<file path="config.mk">
export PLATFORM = sky130hd
export DESIGN_NAME = hcd_top
export DESIGN_NICKNAME = d
export VERILOG_FILES = /design/src/rtl/hcd_pkg.sv /design/src/rtl/hcd_startup.sv /design/src/rtl/hcd_assembler.sv /design/src/rtl/hcd_opfilter.sv /design/src/rtl/hcd_top.sv
export SDC_FILE = /design/constraint.sdc
export NUM_CORES = 1
export LEC_CHECK = 0
export BUFFER_PORTS_ARGS = -buffer_cell sky130_fd_sc_hd__buf_2
export CAP_MARGIN = 20
export CELL_PAD_IN_SITES_DETAIL_PLACEMENT = 1
export CELL_PAD_IN_SITES_GLOBAL_PLACEMENT = 1
export CORE_ASPECT_RATIO = 0.75
export CORE_UTILIZATION = 37
export DETAILED_ROUTE_END_ITERATION = 10
export HOLD_SLACK_MARGIN = 0.03
export PLACE_DENSITY_LB_ADDON = 0.1
export SLEW_MARGIN = 5
export SYNTH_ARGS = -nofsm -noshare
export SYNTH_HDL_FRONTEND = slang
export SYNTH_SLANG_ARGS = --single-unit
</file>
<file path="constraint.sdc">
create_clock -name clk -period 1.7 [get_ports clk]
set_input_delay 0.34 -clock clk [delete_from_list [all_inputs] [get_ports clk]]
set_output_delay 0.34 -clock clk [all_outputs]
set_load 0.02 [all_outputs]
</file>
<file path="src/rtl/hcd_pkg.sv">
package hcd_pkg;
   typedef enum logic [1:0] {
      PH_ENUM   = 2'd0,
      PH_REPORT = 2'd1,
      PH_RUN    = 2'd2
   } phase_t;

   localparam int REPORT_LEN = 5;
   localparam int BYTE_W     = 8;
endpackage

</file>
<file path="src/rtl/hcd_startup.sv">
module hcd_startup
   import hcd_pkg::*;
#(
   parameter int          MAX_CHAIN  = 12,
   parameter int          CHAIN_IN_W = 8,
   parameter int          SYS_MHZ    = 50,
   parameter int          RO_MULT    = 2,
   parameter logic [7:0]  FW_VERSION = 8'h13,
   parameter logic [7:0]  HDR_BYTE   = 8'hA5
)(
   input  logic                  clk,
   input  logic                  rst_n,
   input  logic                  enum_done,
   input  logic [CHAIN_IN_W-1:0] enum_count,
   input  logic                  tx_ready,
   output logic                  enum_req,
   output logic                  tx_valid,
   output logic [BYTE_W-1:0]     tx_data,
   output logic                  run
);
   localparam int IDX_W = $clog2(REPORT_LEN);
   localparam logic [IDX_W-1:0] LAST_IDX = IDX_W'(REPORT_LEN - 1);
   localparam logic [BYTE_W-1:0] SYS_B  = BYTE_W'(SYS_MHZ);
   localparam logic [BYTE_W-1:0] RO_B   = BYTE_W'(SYS_MHZ * RO_MULT);
   localparam logic [BYTE_W-1:0] MAX_B  = BYTE_W'(MAX_CHAIN);

   phase_t             phase;
   logic [IDX_W-1:0]   idx;
   logic [BYTE_W-1:0]  count_q;

   function automatic logic [BYTE_W-1:0] clamp_count(input logic [CHAIN_IN_W-1:0] c);
      if (32'(c) > MAX_CHAIN) return MAX_B;
      return BYTE_W'(c);
   endfunction

   always_ff @(posedge clk) begin
      if (!rst_n) begin
         phase   <= PH_ENUM;
         idx     <= '0;
         count_q <= '0;
      end else begin
         case (phase)
            PH_ENUM: begin
               if (enum_done) begin
                  count_q <= clamp_count(enum_count);
                  idx     <= '0;
                  phase   <= PH_REPORT;
               end
            end
            PH_REPORT: begin
               if (tx_ready) begin
                  if (idx == LAST_IDX) phase <= PH_RUN;
                  else                 idx   <= idx + 1'b1;
               end
            end
            default: ;
         endcase
      end
   end

   always_comb begin
      case (idx)
         IDX_W'(0): tx_data = HDR_BYTE;
         IDX_W'(1): tx_data = count_q;
         IDX_W'(2): tx_data = SYS_B;
         IDX_W'(3): tx_data = RO_B;
         default:   tx_data = FW_VERSION;
      endcase
   end

   assign enum_req = (phase == PH_ENUM);
   assign tx_valid = (phase == PH_REPORT);
   assign run      = (phase == PH_RUN);
endmodule

</file>
<file path="src/rtl/hcd_assembler.sv">
module hcd_assembler
   import hcd_pkg::*;
#(
   parameter int PARAM_BYTES = 3
)(
   input  logic                        clk,
   input  logic                        rst_n,
   input  logic                        enable,
   input  logic                        rx_valid,
   input  logic [BYTE_W-1:0]           rx_data,
   output logic                        rx_ready,
   output logic                        frame_done,
   output logic [BYTE_W-1:0]           frame_op,
   output logic [BYTE_W*PARAM_BYTES-1:0] frame_arg
);
   localparam int ARG_W = BYTE_W * PARAM_BYTES;
   localparam int POS_W = $clog2(PARAM_BYTES + 1);
   localparam logic [POS_W-1:0] LAST_POS = POS_W'(PARAM_BYTES);

   logic [POS_W-1:0] pos;
   logic             take;

   assign rx_ready = enable;
   assign take     = rx_valid & enable;

   always_ff @(posedge clk) begin
      if (!rst_n) begin
         pos        <= '0;
         frame_done <= 1'b0;
         frame_op   <= '0;
         frame_arg  <= '0;
      end else begin
         frame_done <= 1'b0;
         if (take) begin
            if (pos == '0) begin
               frame_op <= rx_data;
               pos      <= pos + 1'b1;
            end else begin
               frame_arg <= (frame_arg << BYTE_W) | ARG_W'(rx_data);
               if (pos == LAST_POS) begin
                  pos        <= '0;
                  frame_done <= 1'b1;
               end else begin
                  pos <= pos + 1'b1;
               end
            end
         end
      end
   end
endmodule

</file>
<file path="src/rtl/hcd_opfilter.sv">
module hcd_opfilter
   import hcd_pkg::*;
#(
   parameter int NUM_OPCODES   = 16,
   parameter bit CHECK_OPCODES = 1'b1
)(
   input  logic [BYTE_W-1:0] op,
   output logic              known
);
   generate
      if (CHECK_OPCODES) begin : g_range
         assign known = (32'(op) < NUM_OPCODES);
      end else begin : g_open
         logic unused_op;
         assign unused_op = ^op;
         assign known     = 1'b1;
      end
   endgenerate
endmodule

</file>
<file path="src/rtl/hcd_top.sv">
module hcd_top
   import hcd_pkg::*;
#(
   parameter int          MAX_CHAIN     = 12,
   parameter int          CHAIN_IN_W    = 8,
   parameter int          SYS_MHZ       = 50,
   parameter int          RO_MULT       = 2,
   parameter logic [7:0]  FW_VERSION    = 8'h13,
   parameter logic [7:0]  HDR_BYTE      = 8'hA5,
   parameter int          PARAM_BYTES   = 3,
   parameter int          NUM_OPCODES   = 16,
   parameter bit          CHECK_OPCODES = 1'b1
)(
   input  logic                          clk,
   input  logic                          rst_n,
   output logic                          enum_req,
   input  logic                          enum_done,
   input  logic [CHAIN_IN_W-1:0]         enum_count,
   output logic [7:0]                    tx_data,
   output logic                          tx_valid,
   input  logic                          tx_ready,
   input  logic [7:0]                    rx_data,
   input  logic                          rx_valid,
   output logic                          rx_ready,
   output logic                          cmd_stb,
   output logic [7:0]                    cmd_op,
   output logic [8*PARAM_BYTES-1:0]      cmd_arg,
   output logic                          cmd_err
);
   generate
      if (MAX_CHAIN < 1 || MAX_CHAIN > 255)
         $error("hcd_top: MAX_CHAIN must lie in 1..255");
      if (CHAIN_IN_W < 1 || CHAIN_IN_W > 8)
         $error("hcd_top: CHAIN_IN_W must lie in 1..8");
      if (SYS_MHZ * RO_MULT > 255 || SYS_MHZ < 1 || RO_MULT < 1)
         $error("hcd_top: clock values must fit in one byte");
      if (PARAM_BYTES < 1 || PARAM_BYTES > 8)
         $error("hcd_top: PARAM_BYTES must lie in 1..8");
      if (NUM_OPCODES < 1 || NUM_OPCODES > 256)
         $error("hcd_top: NUM_OPCODES must lie in 1..256");
   endgenerate

   logic run;
   logic frame_done;
   logic known;

   hcd_startup #(
      .MAX_CHAIN  (MAX_CHAIN),
      .CHAIN_IN_W (CHAIN_IN_W),
      .SYS_MHZ    (SYS_MHZ),
      .RO_MULT    (RO_MULT),
      .FW_VERSION (FW_VERSION),
      .HDR_BYTE   (HDR_BYTE)
   ) u_startup (
      .clk        (clk),
      .rst_n      (rst_n),
      .enum_done  (enum_done),
      .enum_count (enum_count),
      .tx_ready   (tx_ready),
      .enum_req   (enum_req),
      .tx_valid   (tx_valid),
      .tx_data    (tx_data),
      .run        (run)
   );

   hcd_assembler #(
      .PARAM_BYTES (PARAM_BYTES)
   ) u_asm (
      .clk        (clk),
      .rst_n      (rst_n),
      .enable     (run),
      .rx_valid   (rx_valid),
      .rx_data    (rx_data),
      .rx_ready   (rx_ready),
      .frame_done (frame_done),
      .frame_op   (cmd_op),
      .frame_arg  (cmd_arg)
   );

   hcd_opfilter #(
      .NUM_OPCODES   (NUM_OPCODES),
      .CHECK_OPCODES (CHECK_OPCODES)
   ) u_filter (
      .op    (cmd_op),
      .known (known)
   );

   assign cmd_stb = frame_done & known;

   always_ff @(posedge clk) begin
      if (!rst_n) cmd_err <= 1'b0;
      else        cmd_err <= cmd_err | (frame_done & ~known);
   end
endmodule

</file>
==> results.md, run 1 <==
* Tot GR Track Use at a little under a fifth
* Worst-path cell chain: buf_6 > ha_4 > a211oi_2 > o21bai_1 > buf_2
* DR pass1 iterations at 4
* TritonCTS sink count at 49
* Worst Path Buf+Inv at 2
* Max-slew headroom at 73.0%
* CTS Root Cell: clkbuf_8
* Placed Cells at 364
* Final setup viols at 9
* Nets at 333
* First-pass GRT wire length at 8260 µm
* Syn Inst Count at 234
* Peak VDD IR at 0.357 mV
* Max stage delay on crit path at 0.38 ns
* Hold path cells at 3
* Site Rows at 23
* Initial antenna violation count at 0
* Number of nets with antenna violations after routing at 0
* Worst Path Required at roughly 1.4 ns
* Top cell type by total area after synthesis: dfxtp_1
* Async SR Flop Fraction at 0%
* H-tree depth at 2
* Register area share after synthesis at between 40% and 50%
* CP max stage cell: dfxtp_4
* Unrepaired setup endpoints after global routing: yes
* Placeable core area at 5440 µm²
* Routed length per instance at 14.2 µm
* Max Clock Freq at 0.551 GHz
* Largest net degree at the start of global routing at 33
* MaxCap Viol Count at 0
* Fin cells at ~380
* Share of the synthesized area in the top cell type at between 40% and 50%
* Die Y at roughly 68 µm
* Synth Net Count at 262
* Final hold slack at 0.298 ns
* Run status: finished with violations
* Number of global-route vias before repair at 1,660
* Synth warn at 0
* Crit path DAT at around 1.5 ns
* Fin crit period at ~1.8 ns
* I/O pin count at 66
* Reg2reg end: u_startup.idx[0]
* P_leak at about 1.2 nW
* Failing checks: negative setup slack
* Worst-skew pair later-pin latency at 0.30 ns
* Top FF cell, synth: dfxtp_1
* Synth cell count leaders: 49 x dfxtp_1, 32 x nand3_1, 22 x nand2_1, 16 x o21ai_2, 12 x nor2_1
* CTS max path bufs at 2
* # diodes at 0
* Largest fanout on the critical path at 6
* Worst reg2reg startpoint: u_startup.idx[0]
* Crit. End Element: output pin
* Syn_area_per_cell at between 9 and 10 µm²
* Met1 WL at 2760 µm
* CP Launch Type: register
* Initial detailed-routing violation count at 47
* Cell variety after synth at 41
* Setup Crit Path Kind: reg2out
* Most frequent cell after synthesis: dfxtp_1
* DIE AREA at 6030 µm²
* DRC viols at 0
* DR top layer: met4
* Pwr/cell area at 734 nW/µm²
* GRT overflow at 0
* Number of synthesized flops with an enable pin at 0
* Die Wd at between 80 and 90 µm
* Top cells by area, synth: dfxtp_1 46%, nand3_1 7.6%, o21ai_2 6.6%
* Hold Path End: u_startup.count_q[1]
* Synth-to-Final Area Change at 33.5%
* DR WL met3 at 250 µm
* Mapped Area at 2120 µm²
* Met2 Wirelength at ~2300 µm
* Clock Pin Slew Worst Setup and Hold Paths at 0.09 ns
* HPWL after DPL at 3850 µm
* Hold Crit Start: enum_count[1]
* Final slew viol count at 0
* Setup slack after layout at -0.115 ns
* Layout cells sized above 1 at ~45%
* Port Buf Inserts at 65
* Worst Tran Pin Value at 0.405 ns
* Starting density of the core at 38.9%
* Worst-case reg-to-reg path depth at 7
* Final Cycle Share at 107%
* TritonCTS clock tree: done
* Total routed wirelength at 5420 µm
* Fin. Hold Viols at 0
* CTS Buf Count at 5
* Multi-input logic area at 1100 µm²
* Fillers at 641
* Final Wtd Congestion at 0.755
* Final Power at 2.07 mW
* Layout Utilization at about 52%
* Via density at 4.93
* Final Skew at 0.00740 ns
* DR vias at ~1,900
* Delay-heaviest family, CP: flip-flops
* Worst Hold Class: in2reg
* Reg2Reg Setup Slack at 0.16 ns
* Register Area at roughly 1000 µm²
* Seq cells post-synth at 49
how the worst max path moves through the flow:
stage	to	slack, ns	depth (start not counted)	start
3_5_place_dp	u_startup.idx[0]	0.07	6	u_startup.idx[0]
4_1_cts	tx_data[0]	-0.09	6	u_startup.idx[0]
5_1_grt	tx_data[5]	-0.21	5	u_startup.idx[0]
2_1_floorplan	tx_data[0]	0.08	6	u_startup.idx[1]
3_3_place_gp	tx_data[5]	0.14	5	u_startup.idx[0]
6_report	tx_data[5]	-0.12	5	u_startup.idx[0]
cell usage in the layout (no fill, tap or decap), types with 2 or more instances in the layout:
master,count
ha_1,2
nor2b_1,2
o21ai_0,9
o221a_2,2
a21oi_2,3
o21ai_1,10
o21bai_1,3
inv_1,7
clkbuf_8,6
dfxtp_2,2
a32o_1,2
nand2_1,22
buf_6,6
buf_4,19
inv_2,2
ha_4,5
or3_1,2
o21ai_2,16
nor2_2,2
nor2_1,10
dfxtp_4,2
and3_1,4
nand3_2,4
nand3_1,32
dfxtp_1,45
a21oi_1,7
buf_2,57
kinds of logic after synthesis:
| group | share of synthesized area [%] |
|---|---|
| AO/OA/AOI/OAI | 19.8 |
| AND/OR/NAND/NOR | 22.3 |
| buffers and inverters | 6.91 |
| flip-flops | 46.3 |
| multiplexers | 0.473 |
| adder cells (fa/ha/maj) | 4.14 |
flip-flops by register name (all words and copies together), names as in the netlist:
signal,cells
cmd_err,1
u_asm.frame_arg,24
u_startup.idx,3
u_asm.pos,2
u_startup.count_q,8
u_asm.frame_op,8
u_startup.phase,2
u_asm.frame_done,1
cell type report:
type / instances / area share (%)
well taps: 75 / 3.32
clock buffers: 6 / 2.92
repair buffers: 83 / 18.2
clock inverters: 2 / 0.487
flip-flops and latches: 49 / 35.1
inverters: 9 / 1.20
multi-input cells: 157 / 38.8
what timing repair did:
action	CTS	global route
setup buffers	5	4
hold buffers	0	0
endpoints found under the setup margin	9	9
resized for setup	23	22
pin swaps	3	11
stage by stage:
stage               worst slack (ns)  setup TNS, ns  area, µm²
global placement               0.137              0       2500
detailed placement            0.0658              0       2500
finish                        -0.115         -0.579       2830
floorplan                     0.0837              0       2120
global route                  -0.208          -1.21       2830
CTS                          -0.0880         -0.461       2720
worst min-delay path: cells and delay by family:
family	cells	cell delay [ns]
AND/OR/NAND/NOR	1	0.06
AO/OA/AOI/OAI	1	0.06
buffers and inverters	1	0.10
where the power goes:
part,switching (mW),internal (mW),leakage (nW)
clock network,0.395,0.330,0.0512
logic,0.106,0.0805,0.780
registers,0.00900,1.15,0.398
total,0.511,1.56,1.23
metal layers:
layer	up-vias	global-route usage, %
li1	963	-
met1	859	26.3
met2	47	26.7
met3	8	4.52
met4	0	5.95
met5	-	0
Note: power is estimated with default switching activity, not from simulation.
==> inputs of run 2 (changes only) <==
- RECOVER_POWER: default -> 100
==> run 2 against run 1 <==
Net effect: the flow still finishes with violations (negative setup slack); first-iteration DRC count increased by 6.4%; cell count stayed put; critical path type unchanged; utilization down 1.6 points; final area is 3.1% lower; clock power hardly changed; register-to-register slack worse by 0.13 ns.
==> results.md, run 2 (synthesis gave the netlist of run 1 again) <==
* First-pass GRT wire length at 8260 µm (unchanged)
* Via density at 4.94 (+0.32%)
* Fillers at 668 (+4.2%)
* Number of global-route vias before repair at 1,660 (unchanged)
* CTS Hold Bufs at 0 (unchanged)
* Number of nets with antenna violations after routing at 0 (unchanged)
* Final Power at 2.07 mW (-0.29%)
* DIE AREA at 6030 µm² (unchanged)
* Switch Pwr at 0.508 mW (-0.55%)
* Starting density of the core at 38.9% (unchanged)
* Total routed wirelength at 5430 µm (+0.20%)
* Final slew viol count at 0 (unchanged)
* CP Launch Type: register
* Initial detailed-routing violation count at 50 (+6.4%)
* DR pass1 iterations at 4 (unchanged)
* Logic gate share of total power at 8.8% (-0.2 points)
* Switch share at 24.6% (-0.063 points)
* Final setup viols at 9 (unchanged)
* Layout Utilization at 50.4% (-1.6 points)
* Setup slack after layout at -0.110 ns (+0.00544 ns)
* Failing checks: negative setup slack
* P_leak at 1.06 nW (-14%)
* MaxCap Viol Count at 0 (unchanged)
* TritonCTS clock tree: done
* Largest register FFs at 24 (unchanged)
* Die Wd at 89.3 µm (unchanged)
* Largest net degree at the start of global routing at 33 (unchanged)
* Sequential power share at 56.1% (about the same)
* Most common cell after layout, fill and taps aside: dfxtp_1
* HPWL after DPL at 3850 µm (unchanged)
* Most frequent cells in the layout: 46 x dfxtp_1, 37 x clkbuf_1, 33 x nand3_1
* TritonCTS sink count at 49 (unchanged)
* Worst Hold Class: in2reg
* Pwr/cell area at 755 nW/µm² (+2.9%)
* Placeable core area at 5440 µm² (unchanged)
* Synth-to-Final Area Change at 29.4%
* Max-slew headroom at 62.3% (-11 points)
* Run status: finished with violations
* DR vias at 1,883 (+0.32%)
* Crit. End Element: output pin
* Fin crit period at 1.81 ns (-0.00544 ns)
* Routed length per instance at 14.2 µm (+0.20%)
* Site Rows at 23 (unchanged)
* Placed Cells at 364 (unchanged)
* Max Clock Freq at 0.553 GHz (+0.30%)
* Nets at 333 (unchanged)
* Worst Path Required at 1.36 ns (about the same)
* Initial antenna violation count at 0 (unchanged)
* Layout cells sized above 1 at 32.0% (-13 points)
* H-tree depth at 2 (unchanged)
* Top flop regs: u_asm.frame_arg x24, u_asm.frame_op x8, u_startup.count_q x8
* Fin. Hold Viols at 0 (unchanged)
* DRC viols at 0 (unchanged)
* CTS max path bufs at 2 (unchanged)
* # diodes at 0 (unchanged)
* Fin cells at 381 (unchanged)
* Setup Crit Path Kind: reg2out
* Clock Pin Slew Worst Setup and Hold Paths at 0.09 ns (about the same)
* CTS Buf Count at 5 (unchanged)
* Crit path DAT at 1.47 ns (about the same)
* I/O pin count at 66 (unchanged)
* Worst Tran Pin Value at 0.564 ns (+0.159 ns)
* Unrepaired setup endpoints after global routing: yes
* Final hold slack at 0.297 ns (-0.00100 ns)
* Largest fanout on the critical path at 6 (unchanged)
* GRT overflow at 0 (unchanged)
* CTS Root Cell: clkbuf_8
* Internal at 1.56 mW (-0.21%)
* Peak VDD IR at 0.369 mV (+3.4%)
* Final Wtd Congestion at 0.755 (unchanged)
* Tot GR Track Use at 18.3% (unchanged)
* Worst-skew pair later-pin latency at 0.30 ns (about the same)
* Port Buf Inserts at 65 (unchanged)
* Final Cycle Share at 106% (-0.32 points)
* Largest Register: u_asm.frame_arg
* Final Skew at 0.00793 ns (+0.000534 ns)
* Share of total power in the clock network at 35.0% (about the same)
* Setup_tns at -0.572 ns (+0.00625 ns)
* Die Y at 67.5 µm (unchanged)
==> run 2: layer usage <==
metal,track usage [%],vias to the layer above,part of all wire (%)
met5,0,-,0
met4,5.95,0,1.7
met3,4.52,8,4.5
met2,26.7,45,43
met1,26.3,864,51
li1,-,966,-
==> run 2: timing repair <==
item	in CTS	in global routing
setup buffers	5	4
pin swaps	3	11
resized for setup	23	22
endpoints found under the setup margin	9	9
endpoints found under the hold margin	0	0
==> run 2: through the flow <==
stage	setup WS (ns)	cell area (µm²)
final	-0.110	2740
after global placement	0.137	2500
after detailed placement	0.0658	2500
after global routing	-0.208	2740
after CTS	-0.0880	2720
after floorplan	0.0837	2120
==> run 2: cell type report <==
cell class | instances | area [µm²] | share of cell area [%]
Timing Repair Buffer | 83 | 447 | 16.3
Multi-Input combinational cell | 157 | 1080 | 39.4
Inverter | 9 | 33.8 | 1.23
Clock inverter | 2 | 13.8 | 0.503
Tap cell | 75 | 93.8 | 3.43
Sequential cell | 49 | 990 | 36.1
Clock buffer | 6 | 82.6 | 3.02
==> run 2: critical path, stage by stage, from the launching register on <==
cell      delay, ns
dfxtp_4        0.38
buf_6          0.12
ha_4           0.18
a211oi_2       0.24
o21bai_1       0.10
buf_2          0.16
==> run 2: final timing paths <==
| path | cells past startpoint | from | slack (ns) | end |
|---|---|---|---|---|
| worst max-delay path | 5 | u_startup.idx[0] | -0.11 | tx_data[5] |
| worst min-delay path | 3 | enum_count[1] | 0.30 | u_startup.count_q[1] |
| worst max register to register | 6 | u_asm.pos[0] | 0.03 | u_asm.frame_arg[6] |
| worst min register to register | 2 | u_asm.frame_arg[16] | 0.46 | u_asm.frame_arg[16] |
==> run 2: power by group through the flow <==
stage               Clock, mW  Sequential (mW)  Combinational (mW)
finish                  0.724             1.16               0.183
global route            0.807             1.16               0.201
CTS                     0.751             1.16               0.174
detailed placement          0             1.19               0.159
global placement            0             1.19               0.157
floorplan                   0             1.19              0.0978
